File: src/rtl/twi_pkg.sv
package twi_pkg;
  localparam int OP_W   = 4;
  localparam int REG_W  = 2;
  localparam int POT_W  = 2;
  localparam int BYTE_W = OP_W + REG_W + POT_W;

  typedef enum logic [2:0] {
    PH_IDLE, PH_ADDR, PH_INSTR, PH_WDATA, PH_RDATA
  } phase_t;

  localparam logic [OP_W-1:0] OP_RD_WIPER = 4'b1001;
  localparam logic [OP_W-1:0] OP_LD_WIPER = 4'b1010;
  localparam logic [OP_W-1:0] OP_RD_STORE = 4'b1011;
  localparam logic [OP_W-1:0] OP_WR_STORE = 4'b1100;

  function automatic logic op_is_read(input logic [OP_W-1:0] op);
    return (op == OP_RD_WIPER) || (op == OP_RD_STORE);
  endfunction

  function automatic logic op_has_data(input logic [OP_W-1:0] op);
    return (op == OP_LD_WIPER) || (op == OP_WR_STORE);
  endfunction

  function automatic logic op_is_guarded(input logic [OP_W-1:0] op);
    return op == OP_WR_STORE;
  endfunction
endpackage

File: src/rtl/twi_line_sync.sv
module twi_line_sync #(
  parameter int STAGES = 2
) (
  input  logic clk,
  input  logic rst,
  input  logic scl_i,
  input  logic sda_i,
  output logic scl_o,
  output logic sda_o,
  output logic scl_rise_o,
  output logic scl_fall_o,
  output logic start_o,
  output logic stop_o
);
  logic [STAGES-1:0] scl_q, sda_q;
  logic scl_p, sda_p;

  generate
    if (STAGES < 2) begin : g_single
      always_ff @(posedge clk) begin
        if (rst) begin
          scl_q <= '1;
          sda_q <= '1;
        end else begin
          scl_q <= scl_i;
          sda_q <= sda_i;
        end
      end
    end else begin : g_chain
      always_ff @(posedge clk) begin
        if (rst) begin
          scl_q <= '1;
          sda_q <= '1;
        end else begin
          scl_q <= {scl_q[STAGES-2:0], scl_i};
          sda_q <= {sda_q[STAGES-2:0], sda_i};
        end
      end
    end
  endgenerate

  always_ff @(posedge clk) begin
    if (rst) begin
      scl_p <= 1'b1;
      sda_p <= 1'b1;
    end else begin
      scl_p <= scl_q[STAGES-1];
      sda_p <= sda_q[STAGES-1];
    end
  end

  assign scl_o      = scl_q[STAGES-1];
  assign sda_o      = sda_q[STAGES-1];
  assign scl_rise_o = scl_o & ~scl_p;
  assign scl_fall_o = ~scl_o & scl_p;
  assign start_o    = scl_o & scl_p & sda_p & ~sda_o;
  assign stop_o     = scl_o & scl_p & ~sda_p & sda_o;
endmodule

File: src/rtl/twi_shift_unit.sv
module twi_shift_unit #(
  parameter int W = 8
) (
  input  logic         clk,
  input  logic         rst,
  input  logic         shift_in_en,
  input  logic         bit_in,
  input  logic         load_en,
  input  logic [W-1:0] load_val,
  input  logic         shift_out_en,
  output logic [W-1:0] rx_byte,
  output logic         tx_next
);
  // The MSB goes straight to the line when loaded; only the rest is held.
  logic [W-2:0] tx_q;

  always_ff @(posedge clk) begin
    if (rst) begin
      rx_byte <= '0;
      tx_q    <= '0;
    end else begin
      if (shift_in_en) rx_byte <= {rx_byte[W-2:0], bit_in};
      if (load_en)
        tx_q <= load_val[W-2:0];
      else if (shift_out_en)
        tx_q <= {tx_q[W-3:0], 1'b0};
    end
  end

  assign tx_next = tx_q[W-2];
endmodule

File: src/rtl/twi_bus_ctrl.sv
module twi_bus_ctrl
  import twi_pkg::*;
#(
  parameter int                        STRAP_W = 4,
  parameter logic [BYTE_W-STRAP_W-1:0] TYPE_ID = 4'b0101
) (
  input  logic               clk,
  input  logic               rst,
  input  logic               sda_lvl,
  input  logic               scl_rise,
  input  logic               scl_fall,
  input  logic               start_det,
  input  logic               stop_det,
  input  logic [STRAP_W-1:0] strap_i,
  input  logic               busy_i,
  input  logic               wp_n_i,
  input  logic               rd_msb,
  input  logic [BYTE_W-1:0]  rx_byte,
  input  logic               tx_next,
  output logic               rx_shift_en,
  output logic               tx_load_en,
  output logic               tx_shift_en,
  output logic               sda_oe_o,
  output logic               instr_valid_o,
  output logic [OP_W-1:0]    opcode_o,
  output logic [REG_W-1:0]   dreg_o,
  output logic [POT_W-1:0]   pot_o,
  output logic               data_valid_o,
  output logic [BYTE_W-1:0]  data_o,
  output logic               rd_load_o
);
  localparam int CNT_W = $clog2(BYTE_W + 2);
  localparam logic [CNT_W-1:0] LAST_BIT = CNT_W'(BYTE_W);
  localparam logic [CNT_W-1:0] ACK_SLOT = CNT_W'(BYTE_W + 1);

  phase_t           phase, next_ph;
  logic [CNT_W-1:0] bitcnt;
  logic             mack;
  logic             receiving, slot_end, addr_hit;
  logic [OP_W-1:0]  rx_op;

  assign addr_hit = (rx_byte[BYTE_W-1:STRAP_W] == TYPE_ID) &&
                    (rx_byte[STRAP_W-1:0] == strap_i);
  assign rx_op    = rx_byte[BYTE_W-1 -: OP_W];

  always_comb begin
    receiving   = (phase == PH_ADDR) || (phase == PH_INSTR) || (phase == PH_WDATA);
    rx_shift_en = scl_rise && receiving && (bitcnt < LAST_BIT);
    slot_end    = scl_fall && (bitcnt == ACK_SLOT) && (phase != PH_IDLE);
    tx_load_en  = slot_end && (next_ph == PH_RDATA) && ((phase != PH_RDATA) || mack);
    tx_shift_en = scl_fall && (phase == PH_RDATA) && (bitcnt != '0) && (bitcnt < LAST_BIT);
  end

  always_ff @(posedge clk) begin
    instr_valid_o <= 1'b0;
    data_valid_o  <= 1'b0;
    rd_load_o     <= 1'b0;
    if (rst) begin
      phase    <= PH_IDLE;
      next_ph  <= PH_IDLE;
      bitcnt   <= '0;
      mack     <= 1'b0;
      sda_oe_o <= 1'b0;
      opcode_o <= '0;
      dreg_o   <= '0;
      pot_o    <= '0;
      data_o   <= '0;
    end else if (start_det) begin
      phase    <= PH_ADDR;
      bitcnt   <= '0;
      sda_oe_o <= 1'b0;
    end else if (stop_det) begin
      phase    <= PH_IDLE;
      bitcnt   <= '0;
      sda_oe_o <= 1'b0;
    end else if (phase != PH_IDLE) begin
      if (scl_rise) begin
        if (bitcnt < LAST_BIT) bitcnt <= bitcnt + 1'b1;
        else if (bitcnt == ACK_SLOT) mack <= ~sda_lvl;
      end else if (scl_fall) begin
        if (bitcnt == LAST_BIT) begin
          bitcnt <= ACK_SLOT;
          case (phase)
            PH_ADDR: begin
              if (addr_hit && !busy_i) begin
                sda_oe_o <= 1'b1;
                next_ph  <= PH_INSTR;
              end else begin
                phase <= PH_IDLE;
              end
            end
            PH_INSTR: begin
              sda_oe_o      <= 1'b1;
              instr_valid_o <= 1'b1;
              opcode_o      <= rx_op;
              dreg_o        <= rx_byte[POT_W +: REG_W];
              pot_o         <= rx_byte[POT_W-1:0];
              next_ph       <= op_is_read(rx_op)  ? PH_RDATA :
                               op_has_data(rx_op) ? PH_WDATA : PH_IDLE;
            end
            PH_WDATA: begin
              if (op_is_guarded(opcode_o) && !wp_n_i) begin
                phase <= PH_IDLE;
              end else begin
                sda_oe_o     <= 1'b1;
                data_valid_o <= 1'b1;
                data_o       <= rx_byte;
                next_ph      <= PH_IDLE;
              end
            end
            PH_RDATA: begin
              sda_oe_o <= 1'b0;
              next_ph  <= PH_RDATA;
            end
            default: phase <= PH_IDLE;
          endcase
        end else if (slot_end) begin
          bitcnt <= '0;
          if (tx_load_en) begin
            sda_oe_o  <= ~rd_msb;
            rd_load_o <= 1'b1;
            phase     <= PH_RDATA;
          end else begin
            sda_oe_o <= 1'b0;
            phase    <= (phase == PH_RDATA) ? PH_IDLE : next_ph;
          end
        end else if (tx_shift_en) begin
          sda_oe_o <= ~tx_next;
        end
      end
    end
  end
endmodule

File: src/rtl/twi_slave_front.sv
module twi_slave_front
  import twi_pkg::*;
#(
  parameter int SYNC_STAGES = 2,
  parameter int STRAP_W     = 4
) (
  input  logic               clk,
  input  logic               rst,
  input  logic               scl_i,
  input  logic               sda_i,
  output logic               sda_oe_o,
  input  logic [STRAP_W-1:0] strap_i,
  input  logic               busy_i,
  input  logic               wp_n_i,
  input  logic [BYTE_W-1:0]  rd_data_i,
  output logic               instr_valid_o,
  output logic [OP_W-1:0]    opcode_o,
  output logic [REG_W-1:0]   dreg_o,
  output logic [POT_W-1:0]   pot_o,
  output logic               data_valid_o,
  output logic [BYTE_W-1:0]  data_o,
  output logic               rd_load_o
);
  logic scl_lvl, sda_lvl, scl_rise, scl_fall, start_det, stop_det;
  logic rx_shift_en, tx_load_en, tx_shift_en, tx_next;
  logic [BYTE_W-1:0] rx_byte;

  twi_line_sync #(.STAGES(SYNC_STAGES)) u_sync (
    .clk(clk), .rst(rst), .scl_i(scl_i), .sda_i(sda_i),
    .scl_o(scl_lvl), .sda_o(sda_lvl), .scl_rise_o(scl_rise),
    .scl_fall_o(scl_fall), .start_o(start_det), .stop_o(stop_det)
  );

  twi_shift_unit #(.W(BYTE_W)) u_shift (
    .clk(clk), .rst(rst), .shift_in_en(rx_shift_en), .bit_in(sda_lvl),
    .load_en(tx_load_en), .load_val(rd_data_i), .shift_out_en(tx_shift_en),
    .rx_byte(rx_byte), .tx_next(tx_next)
  );

  twi_bus_ctrl #(.STRAP_W(STRAP_W)) u_ctrl (
    .clk(clk), .rst(rst), .sda_lvl(sda_lvl), .scl_rise(scl_rise),
    .scl_fall(scl_fall), .start_det(start_det), .stop_det(stop_det),
    .strap_i(strap_i), .busy_i(busy_i), .wp_n_i(wp_n_i),
    .rd_msb(rd_data_i[BYTE_W-1]), .rx_byte(rx_byte), .tx_next(tx_next),
    .rx_shift_en(rx_shift_en), .tx_load_en(tx_load_en), .tx_shift_en(tx_shift_en),
    .sda_oe_o(sda_oe_o), .instr_valid_o(instr_valid_o), .opcode_o(opcode_o),
    .dreg_o(dreg_o), .pot_o(pot_o), .data_valid_o(data_valid_o),
    .data_o(data_o), .rd_load_o(rd_load_o)
  );
endmodule

File: config.mk
export PLATFORM = sky130hd
export DESIGN_NAME = twi_slave_front
export DESIGN_NICKNAME = d
export VERILOG_FILES = /design/src/rtl/twi_pkg.sv /design/src/rtl/twi_line_sync.sv /design/src/rtl/twi_shift_unit.sv /design/src/rtl/twi_bus_ctrl.sv /design/src/rtl/twi_slave_front.sv
export SDC_FILE = /design/constraint.sdc
export NUM_CORES = 1
export LEC_CHECK = 0
export BUFFER_PORTS_ARGS = -buffer_cell sky130_fd_sc_hd__buf_2
export CELL_PAD_IN_SITES_DETAIL_PLACEMENT = 0
export CELL_PAD_IN_SITES_GLOBAL_PLACEMENT = 1
export CORE_AREA = 2 2 102 104
export CTS_CLUSTER_DIAMETER = 60
export CTS_CLUSTER_SIZE = 20
export DETAILED_ROUTE_END_ITERATION = 16
export DIE_AREA = 0 0 104 106
export HOLD_SLACK_MARGIN = 0.06
export PLACE_DENSITY = 0.56
export SLEW_MARGIN = 30
export SYNTH_ARGS = -nofsm -noshare
export SYNTH_HDL_FRONTEND = slang
export SYNTH_SLANG_ARGS = --single-unit
export TNS_END_PERCENT = 30
File: constraint.sdc
create_clock -name clk -period 2.8 [get_ports clk]
set_clock_uncertainty 0.2 [all_clocks]
set_input_delay 0.56 -clock clk [delete_from_list [all_inputs] [get_ports clk]]
set_output_delay 0.56 -clock clk [all_outputs]
set_load 0.05 [all_outputs]
==> results of run 1 <==
power by group:
| group | total (uW) | switching [uW] | internal (uW) |
|---|---|---|---|
| Combinational | 51.3 | 30.7 | 20.6 |
| Clock | 629 | 269 | 360 |
| Sequential | 746 | 2.92 | 743 |
sequential cells by signal, summed over array words and instances, names as in the netlist, 2 cells and up:
register	cells
u_shift.tx_q	7
u_ctrl.bitcnt	4
u_sync.scl_q	2
u_ctrl.next_ph	3
u_ctrl.phase	3
u_shift.rx_byte	8
u_sync.sda_q	2
u_ctrl.dreg_o	2
u_ctrl.opcode_o	4
u_ctrl.pot_o	2
u_ctrl.data_o	8
final cells by class:
class                   instances  area, um^2  area share [%]
clock buffers                   5        68.8            2.38
well taps                     136         170            5.87
inverters                       7        26.3           0.907
repair buffers                 44         238            8.21
flip-flops and latches         52        1040            35.9
clock inverters                 3        68.8            2.38
multi-input cells             192        1280            44.3
metal layers:
layer	up-vias	routed length (um)	share of wire (%)	GRT usage, %
met1	922	2990	50	15.0
met2	35	2800	47	18.4
met3	2	140	2.4	1.72
met5	-	0	0	0
li1	1013	-	-	-
met4	0	11	0.19	2.99
path summary, 6_finish.rpt:
path	start	end
min	u_sync.scl_q[0]	u_sync.scl_q[1]
max	u_ctrl.phase[1]	u_ctrl.sda_oe_o
max reg2reg	u_ctrl.phase[1]	u_ctrl.sda_oe_o
min reg2reg	u_sync.scl_q[0]	u_sync.scl_q[1]
worst max-delay path, stage by stage (launching register included):
cell and delay (ps):
dfxtp_1 400, or3b_1 520, or4_1 790, a22oi_1 270
mux2i_1 200
per-stage QoR:
step | hold WS (ps) | std cells | util (%) | setup WS [ps] | area, um^2
floorplan | 189 | 265 | - | 384 | 2420
global placement | 198 | 431 | 27.6 | 319 | 2760
detailed placement | 197 | 431 | 27.6 | 285 | 2760
CTS | 215 | 439 | 29.0 | 353 | 2900
global route | 213 | 439 | 29.0 | 141 | 2900
finish | 218 | 439 | 29.0 | 352 | 2900
cells in the final DEF (no fill, tap or decap), drive strengths merged, types with 3 or more instances in the layout:
cell type  netlist  layout
nand4            5       5
or4              4       4
or2              7       7
buf              6      44
nor2b            5       5
nand3            7       7
clkbuf           7       5
nor2            45      45
nor3             9       9
a21oi           13      13
xor2             5       5
nand2            4       4
a211oi           7       7
mux2i           28      28
nand2b           3       3
or3              3       3
dfxtp           52      52
inv              7       8
ha               3       3
nor4             4       4
o21ai           10      10
cell families after synthesis:
logic type	after synthesis	synth area share (%)
AOI/OAI and AO/OA	45	12.0
xor gates and xnor gates	6	2.17
adders and majority gates	3	1.55
buffers and inverters	21	4.55
DFF	52	43.0
muxes	29	12.0
and+or+nand+nor	109	24.7
==> results_dict.tcl, run 1 <==
set metrics [dict create \
    fin_setup_tns_ps 0 \
    ant_nets 0 \
    syn_avg_cell_area_um2 9.14 \
    io_buffers 37 \
    async_flop_share_pct 0 \
    cp-end-kind "flip-flop" \
    first_iter_violations 90 \
    grt_max_degree 28 \
    num_vias 1972 \
    holdBufCountCts 0 \
    coreArea_um2 10000 \
    drive_gt1_share_pct 23.4 \
    ctsResizeCount 0 \
    clock_path_buffers 2 \
    gp_congestion 0.777 \
    finalPower_uw 1430 \
    cp.required_ps 2840 \
    yosys.area.top_type_share_pct 43.0 \
    root_buffer "clkbuf_8" \
    ys_ff_latch 52 \
    path_clk_slew_ps 100 \
    grt_pass1_vias 1892 \
    clock_latency_ps 310 \
    cts_sinks 52 \
    via_per_inst 4.49 \
    synth-edff-count 0 \
    synthFlopType "dfxtp_1" \
    critPathLaunchType "flip-flop" \
    syn_inst 265 \
    ys_types 53 \
    status "completed" \
    hold_violations 0 \
    wl_um 5940 \
    max_slew_margin_pct 62.2 \
    cts_buffers 5 \
    hold_class "reg2reg" \
    antenna_found_initial 0 \
    syn_nets 286 \
    die-area_um2 11000 \
    ir_drop_v 0.000281 \
    reg2regPathDepth 4 \
    crit_type "reg2reg" \
    start_util_pct 24.2 \
    h-tree-depth 2 \
    fin_crit_ps 2450 \
    grt_overflow_total 0 \
    row_count 37 \
    rsz0062_at_grt "false" \
    r2r_slack_ps 350 \
    fillCellCount 1120 \
    wl_per_cell_um 13.5 \
    area_growth_pct 19.6 \
    ioPinCount 38 \
    cts_tree "yes" \
    place_hpwl_um 4330 \
    period_share_pct 87.4 \
    yosysSeqAreaShare_pct 43.0 \
    grt_use_total_pct 11.1 \
    syn_area_um2 2420 \
    cap_viol_max_count 0 \
    p_leak_uw 0.00116 \
    finalSetupViolations 0 \
    powerDensity_nw_per_um2 492 \
    worst_hold_path.num_cells 1 \
    synth_common_cells "dfxtp_1 (52), nor2_1 (45), mux2i_1 (28), a21oi_1 (12), o21ai_0 (10)" \
    drcViolationCount 0 \
    post_cts_buffers 0 \
    dieWidth_um 104 \
    nNetsFinal 323 \
    yosys.area.top_type "dfxtp_1" \
    synth_area_leaders "dfxtp_1 (43%), mux2i_1 (12%), nor2_1 (7.0%)" \
    ys_warn_count 0 \
    crit_fanout 9 \
    grt_pass1_wl_um 9870 \
    yosysMostFrequentCell "dfxtp_1" \
    drv_slew 0 \
    antenna_cells 0 \
    drt_first_pass_iters 4 \
    die_y_um 106 \
    tightest_slew_ps 565 \
    arrival_ps 2490 \
    max_freq_mhz 409 \
]
Power figures use the tool's default switching activity.
==> run 2: changes to the inputs <==
--- a/config.mk
+++ b/config.mk
@@ -14,7 +14,7 @@
 export DETAILED_ROUTE_END_ITERATION = 16
 export DIE_AREA = 0 0 104 106
 export HOLD_SLACK_MARGIN = 0.06
-export PLACE_DENSITY = 0.56
+export PLACE_DENSITY = 0.57
 export SLEW_MARGIN = 30
 export SYNTH_ARGS = -nofsm -noshare
 export SYNTH_HDL_FRONTEND = slang
==> results_dict.tcl, run 2 (synthesized netlist as in run 1, its figures left out) <==
set metrics [dict create \
    status "completed" \
    cp-end-kind "flip-flop" \
    antenna_found_initial 0 \
    fin_setup_tns_ps 0 \
    root_buffer "clkbuf_8" \
    cts_buffers 5 \
    period_share_pct 84.8 \
    critPathBufInv 1 \
    path_delay_family "simple AND/OR/NAND/NOR gates" \
    tightest_slew_ps 586 \
    final_cell_mix "dfxtp_1 (52), nor2_1 (45), buf_2 (37), mux2i_1 (28), a21oi_1 (12)" \
    crit_chain "buf_4 -> or4_4 -> nor4_4 -> a21oi_2 -> or4_1 -> a21oi_1" \
    grt_pass1_vias 1923 \
    finalSetupViolations 0 \
    powerDensity_nw_per_um2 473 \
    ant_nets 0 \
    crit_type "reg2reg" \
    finalPower_uw 1370 \
    fin_crit_ps 2380 \
    path_clk_slew_ps 90 \
    first_iter_violations 112 \
    holdBufCountCts 0 \
    hold_class "reg2reg" \
    max_freq_mhz 421 \
    critPathLaunchType "flip-flop" \
    row_count 37 \
    ioPinCount 38 \
    max_slew_margin_pct 60.8 \
    drv_slew 0 \
    coreArea_um2 10000 \
    place_hpwl_um 4400 \
    layout_commonest_cell "dfxtp_1" \
    slowest_stage "or4_1" \
    wl_um 5940 \
    gp_congestion 0.782 \
    antenna_cells 0 \
    grt_pass1_wl_um 10100 \
    ctsResizeCount 0 \
    grt_overflow_total 0 \
    ir_drop_v 0.000244 \
    cts_tree "yes" \
    nNetsFinal 324 \
    grt_use_total_pct 11.3 \
    arrival_ps 2420 \
    hold_path_startpoint "u_sync.sda_q[0]" \
    largest_registers "u_ctrl.data_o x8, u_shift.rx_byte x8, u_shift.tx_q x7" \
    place_inst 432 \
    rsz0062_at_grt "false" \
    cts_sinks 52 \
    die_y_um 106 \
    crit_start "u_ctrl.phase[2]" \
    clock_latency_ps 310 \
    dieWidth_um 104 \
    h-tree-depth 2 \
    io_buffers 37 \
    wl_per_cell_um 13.5 \
    area_growth_pct 19.4 \
    via_per_inst 4.48 \
    grt_max_degree 33 \
    cpPeakStageDelay_ps 540 \
    drt_first_pass_iters 4 \
    p_leak_uw 0.00116 \
    post_cts_buffers 0 \
    cp.required_ps 2840 \
    num_vias 1973 \
    hold_violations 0 \
    start_util_pct 24.2 \
    crit_fanout 8 \
    die-area_um2 11000 \
    drive_gt1_share_pct 23.7 \
    stdcell_count 440 \
    clock_path_buffers 2 \
    drcViolationCount 0 \
    cap_viol_max_count 0 \
    r2r_slack_ps 420 \
    r2r_start "u_ctrl.phase[2]" \
]
## run 2: worst paths after layout
check	to	cells past startpoint
setup reg to reg	u_ctrl.next_ph[2]	6
setup / recovery	u_ctrl.next_ph[2]	6
hold reg to reg	u_sync.sda_q[1]	1
hold / removal	u_sync.sda_q[1]	1
## run 2: metrics by stage
stage | utilization (%) | instance area, um^2 | hold slack [ps] | worst slack [ps]
2_1_floorplan | - | 2420 | 189 | 384
3_3_place_gp | 27.7 | 2770 | 194 | 326
3_5_place_dp | 27.7 | 2770 | 196 | 287
4_1_cts | 28.9 | 2890 | 219 | 421
5_1_grt | 28.9 | 2890 | 228 | 284
6_report | 28.9 | 2890 | 216 | 425
## run 2: metal layers
metal / global-route usage [%] / vias up / wire (um) / part of all wire [%]
met1: 15.3 / 909 / 2930 / 49
met5: 0 / - / 0 / 0
met4: 2.90 / 0 / 63 / 1.1
met3: 2.27 / 6 / 218 / 3.7
met2: 18.3 / 41 / 2730 / 46
li1: - / 1017 / - / -
## run 2: report_power, final
part	switching [uW]	internal, uW	leakage (uW)	total [uW]
clock	257	316	0.0000645	572
combinational	30.5	19.6	0.000676	50.1
sequential	2.94	743	0.000420	746
## run 2: worst register-to-register path: stages (launching register included)
cell and delay (ps):
dfxtp_1 320, buf_4 160, or4_4 490, nor4_4 330, a21oi_2 150, or4_1 540
a21oi_1 130
## run 2: area by class of cell
| cell class | count | area, um^2 |
|---|---|---|
| fill | 1104 | 7110 |
| multi-input combinational | 192 | 1280 |
| sequential | 52 | 1040 |
| timing repair buffer | 45 | 245 |
| tap | 136 | 170 |
| clock buffer | 7 | 96.3 |
| clock inverter | 1 | 30.0 |
| inverter | 7 | 26.3 |
==> run 3: changes to the inputs <==
--- a/config.mk
+++ b/config.mk
@@ -5,16 +5,17 @@
 export SDC_FILE = /design/constraint.sdc
 export NUM_CORES = 1
 export LEC_CHECK = 0
+export ABC_AREA = 1
 export BUFFER_PORTS_ARGS = -buffer_cell sky130_fd_sc_hd__buf_2
 export CELL_PAD_IN_SITES_DETAIL_PLACEMENT = 0
 export CELL_PAD_IN_SITES_GLOBAL_PLACEMENT = 1
-export CORE_AREA = 2 2 102 104
+export CORE_AREA = 2 2 101 103
 export CTS_CLUSTER_DIAMETER = 60
 export CTS_CLUSTER_SIZE = 20
 export DETAILED_ROUTE_END_ITERATION = 16
-export DIE_AREA = 0 0 104 106
+export DIE_AREA = 0 0 103 105
 export HOLD_SLACK_MARGIN = 0.06
-export PLACE_DENSITY = 0.57
+export PLACE_DENSITY = 0.62
 export SLEW_MARGIN = 30
 export SYNTH_ARGS = -nofsm -noshare
 export SYNTH_HDL_FRONTEND = slang
==> constraint.sdc (replaced) <==
create_clock -name clk -period 1.9 [get_ports clk]
set_clock_uncertainty 0.2 [all_clocks]
set_input_delay 0.38 -clock clk [delete_from_list [all_inputs] [get_ports clk]]
set_output_delay 0.38 -clock clk [all_outputs]
set_load 0.05 [all_outputs]
==> results_dict.tcl, run 3 <==
set metrics [dict create \
    status "completed" \
    gp_congestion 0.805 \
    max_freq_mhz 548 \
    largest_registers "u_ctrl.data_o x8, u_shift.rx_byte x8, u_shift.tx_q x7" \
    coreArea_um2 9640 \
    cts_tree "yes" \
    layout_commonest_cell "nand2_1" \
    row_count 36 \
    fin_crit_ps 1830 \
    syn_avg_cell_area_um2 7.19 \
    cap_viol_max_count 0 \
    syn_inst 333 \
    grt_pass1_vias 2084 \
    clock_latency_ps 310 \
    via_per_inst 4.37 \
    grt_pass1_wl_um 9800 \
    h-tree-depth 2 \
    num_vias 2300 \
    synthXorXnorAreaFrac_pct 0 \
    p_leak_uw 0.00133 \
    die-area_um2 10800 \
    syn_nets 354 \
    die_y_um 105 \
    muxShareOfSynthArea_pct 0 \
    cp.required_ps 1930 \
    ioPinCount 38 \
    slowest_stage "dfxtp_1" \
    io_buffers 37 \
    final_cell_mix "nand2_1 (78), dfxtp_1 (50), inv_1 (37), buf_2 (37)" \
    wl_per_cell_um 11.6 \
    hold_violations 0 \
    start_util_pct 24.8 \
    ir_drop_v 0.000298 \
    cp-end-kind "flip-flop" \
    crit_type "reg2reg" \
    ant_nets 0 \
    drv_slew 0 \
    place_hpwl_um 4450 \
    antenna_found_initial 0 \
    yosysMostFrequentCell "nand2_1" \
    syn_area_um2 2390 \
    synth-edff-count 0 \
    synth_compound_area_share_pct 17.8 \
    async_flop_share_pct 0 \
    grt_max_degree 29 \
    ys_ff_latch 52 \
    dieWidth_um 103 \
    crit_fanout 6 \
    antenna_cells 0 \
    clock_path_buffers 2 \
    yosys.area.top_type "dfxtp_1" \
    critPathMostFrequentCell "inv_1" \
    finalSetupViolations 0 \
    grt_overflow_total 0 \
    hold_class "in2reg" \
    synthFlopType "dfxtp_1" \
    first_iter_violations 79 \
    path_delay_family "simple AND/OR/NAND/NOR gates" \
    hold_ws_ps 127 \
    synth_common_cells "nand2_1 (78), dfxtp_1 (52), inv_1 (41), nor2_1 (33), a21oi_1 (31)" \
    drt_first_pass_iters 4 \
    arrival_ps 1860 \
    critPathLaunchType "flip-flop" \
    tightest_slew_ps 547 \
    cpPeakStageDelay_ps 470 \
    drive_gt1_share_pct 24.7 \
    ys_types 31 \
    area_growth_pct 28.7 \
    synth-simple-area-share_pct 28.3 \
    crit_chain "inv_1 -> nand2_1 -> inv_1 -> nor4_1 -> o21ai_0 -> a21oi_1" \
    period_share_pct 96.1 \
    cts_buffers 5 \
    drcViolationCount 0 \
    root_buffer "clkbuf_8" \
    synth_area_leaders "dfxtp_1 (43%), nand2_1 (12%), a21oi_1 (6.5%)" \
    synth_top_family_by_area "simple AND/OR/NAND/NOR gates" \
    rsz0062_at_grt "true" \
    wl_um 6080 \
    postLayoutCoreUtil_pct 32.0 \
    powerDensity_nw_per_um2 640 \
    synth_fa_ha_area_share_pct 1.57 \
    yosys.area.top_type_share_pct 43.5 \
    grt_use_total_pct 11.3 \
    nNetsFinal 413 \
    max_slew_margin_pct 63.2 \
    ys_warn_count 0 \
    path_clk_slew_ps 100 \
    critPathBufInv 2 \
    yosysSeqAreaShare_pct 43.5 \
    cts_sinks 52 \
]
[run 3: final cells by class]
| type | count | area [um^2] |
|---|---|---|
| clock inverter | 2 | 35.0 |
| fill | 1071 | 6560 |
| multi-input combinational | 230 | 1190 |
| inverter | 44 | 173 |
| clock buffer | 6 | 72.6 |
| sequential | 52 | 1040 |
| timing repair buffer | 59 | 402 |
| tap | 133 | 166 |
[run 3: cells by family (layout without fill, tap and decap cells)]
group	Yosys count	after routing
DFF	52	52
and+or+nand+nor	149	149
AOI/OAI and AO/OA	78	78
buffers and inverters	51	111
adders and majority gates	3	3
[run 3: per-stage QoR]
step	worst slack, ps	power, uW	instances	cell area [um^2]	setup TNS, ps
CTS	11.0	2000	518	2950	0
global placement	34.2	1230	508	2820	0
floorplan	118	1180	333	2390	0
detailed placement	29.2	1230	508	2820	0
global route	-50.9	2060	526	3080	-252
finish	74.9	1970	526	3080	0
[run 3: worst min-delay path, delay by kind of cell]
family / cells / cell delay, ps
simple gates: 1 / 50
buf+inv: 1 / 90
compound gates: 1 / 60
[run 3: report_power, final]
part | total [uW] | internal, uW | leakage (uW) | switching, uW
Combinational | 107 | 42.5 | 0.000858 | 64.5
Sequential | 1100 | 1100 | 0.000421 | 4.37
Clock | 766 | 392 | 0.0000552 | 374
[run 3: repair_timing]
item,CTS,global route
setup buffers,0,7
hold endpoints to repair,2,0
hold buffers,2,0
pin swaps,0,5
endpoints found under the setup margin,1,29
gates cloned,0,1
resized for setup,1,19
[run 3: worst paths after layout]
kind / start / endpoint / slack, ps / depth (start not counted)
worst max-delay path: u_ctrl.phase[2] / u_ctrl.mack / 70 / 6
worst min-delay path: rd_data_i[0] / u_shift.tx_q[0] / 130 / 3
worst max register to register: u_ctrl.phase[2] / u_ctrl.mack / 70 / 6
worst min register to register: u_sync.sda_q[0] / u_sync.sda_q[1] / 210 / 1
[run 3: metal layers]
| layer | routed length, um | vias to the layer above | global-route usage [%] |
|---|---|---|---|
| met5 | 0 | - | 0 |
| li1 | - | 1205 | - |
| met2 | 2910 | 27 | 17.9 |
| met3 | 168 | 7 | 1.94 |
| met4 | 79 | 0 | 3.48 |
| met1 | 2930 | 1061 | 15.5 |
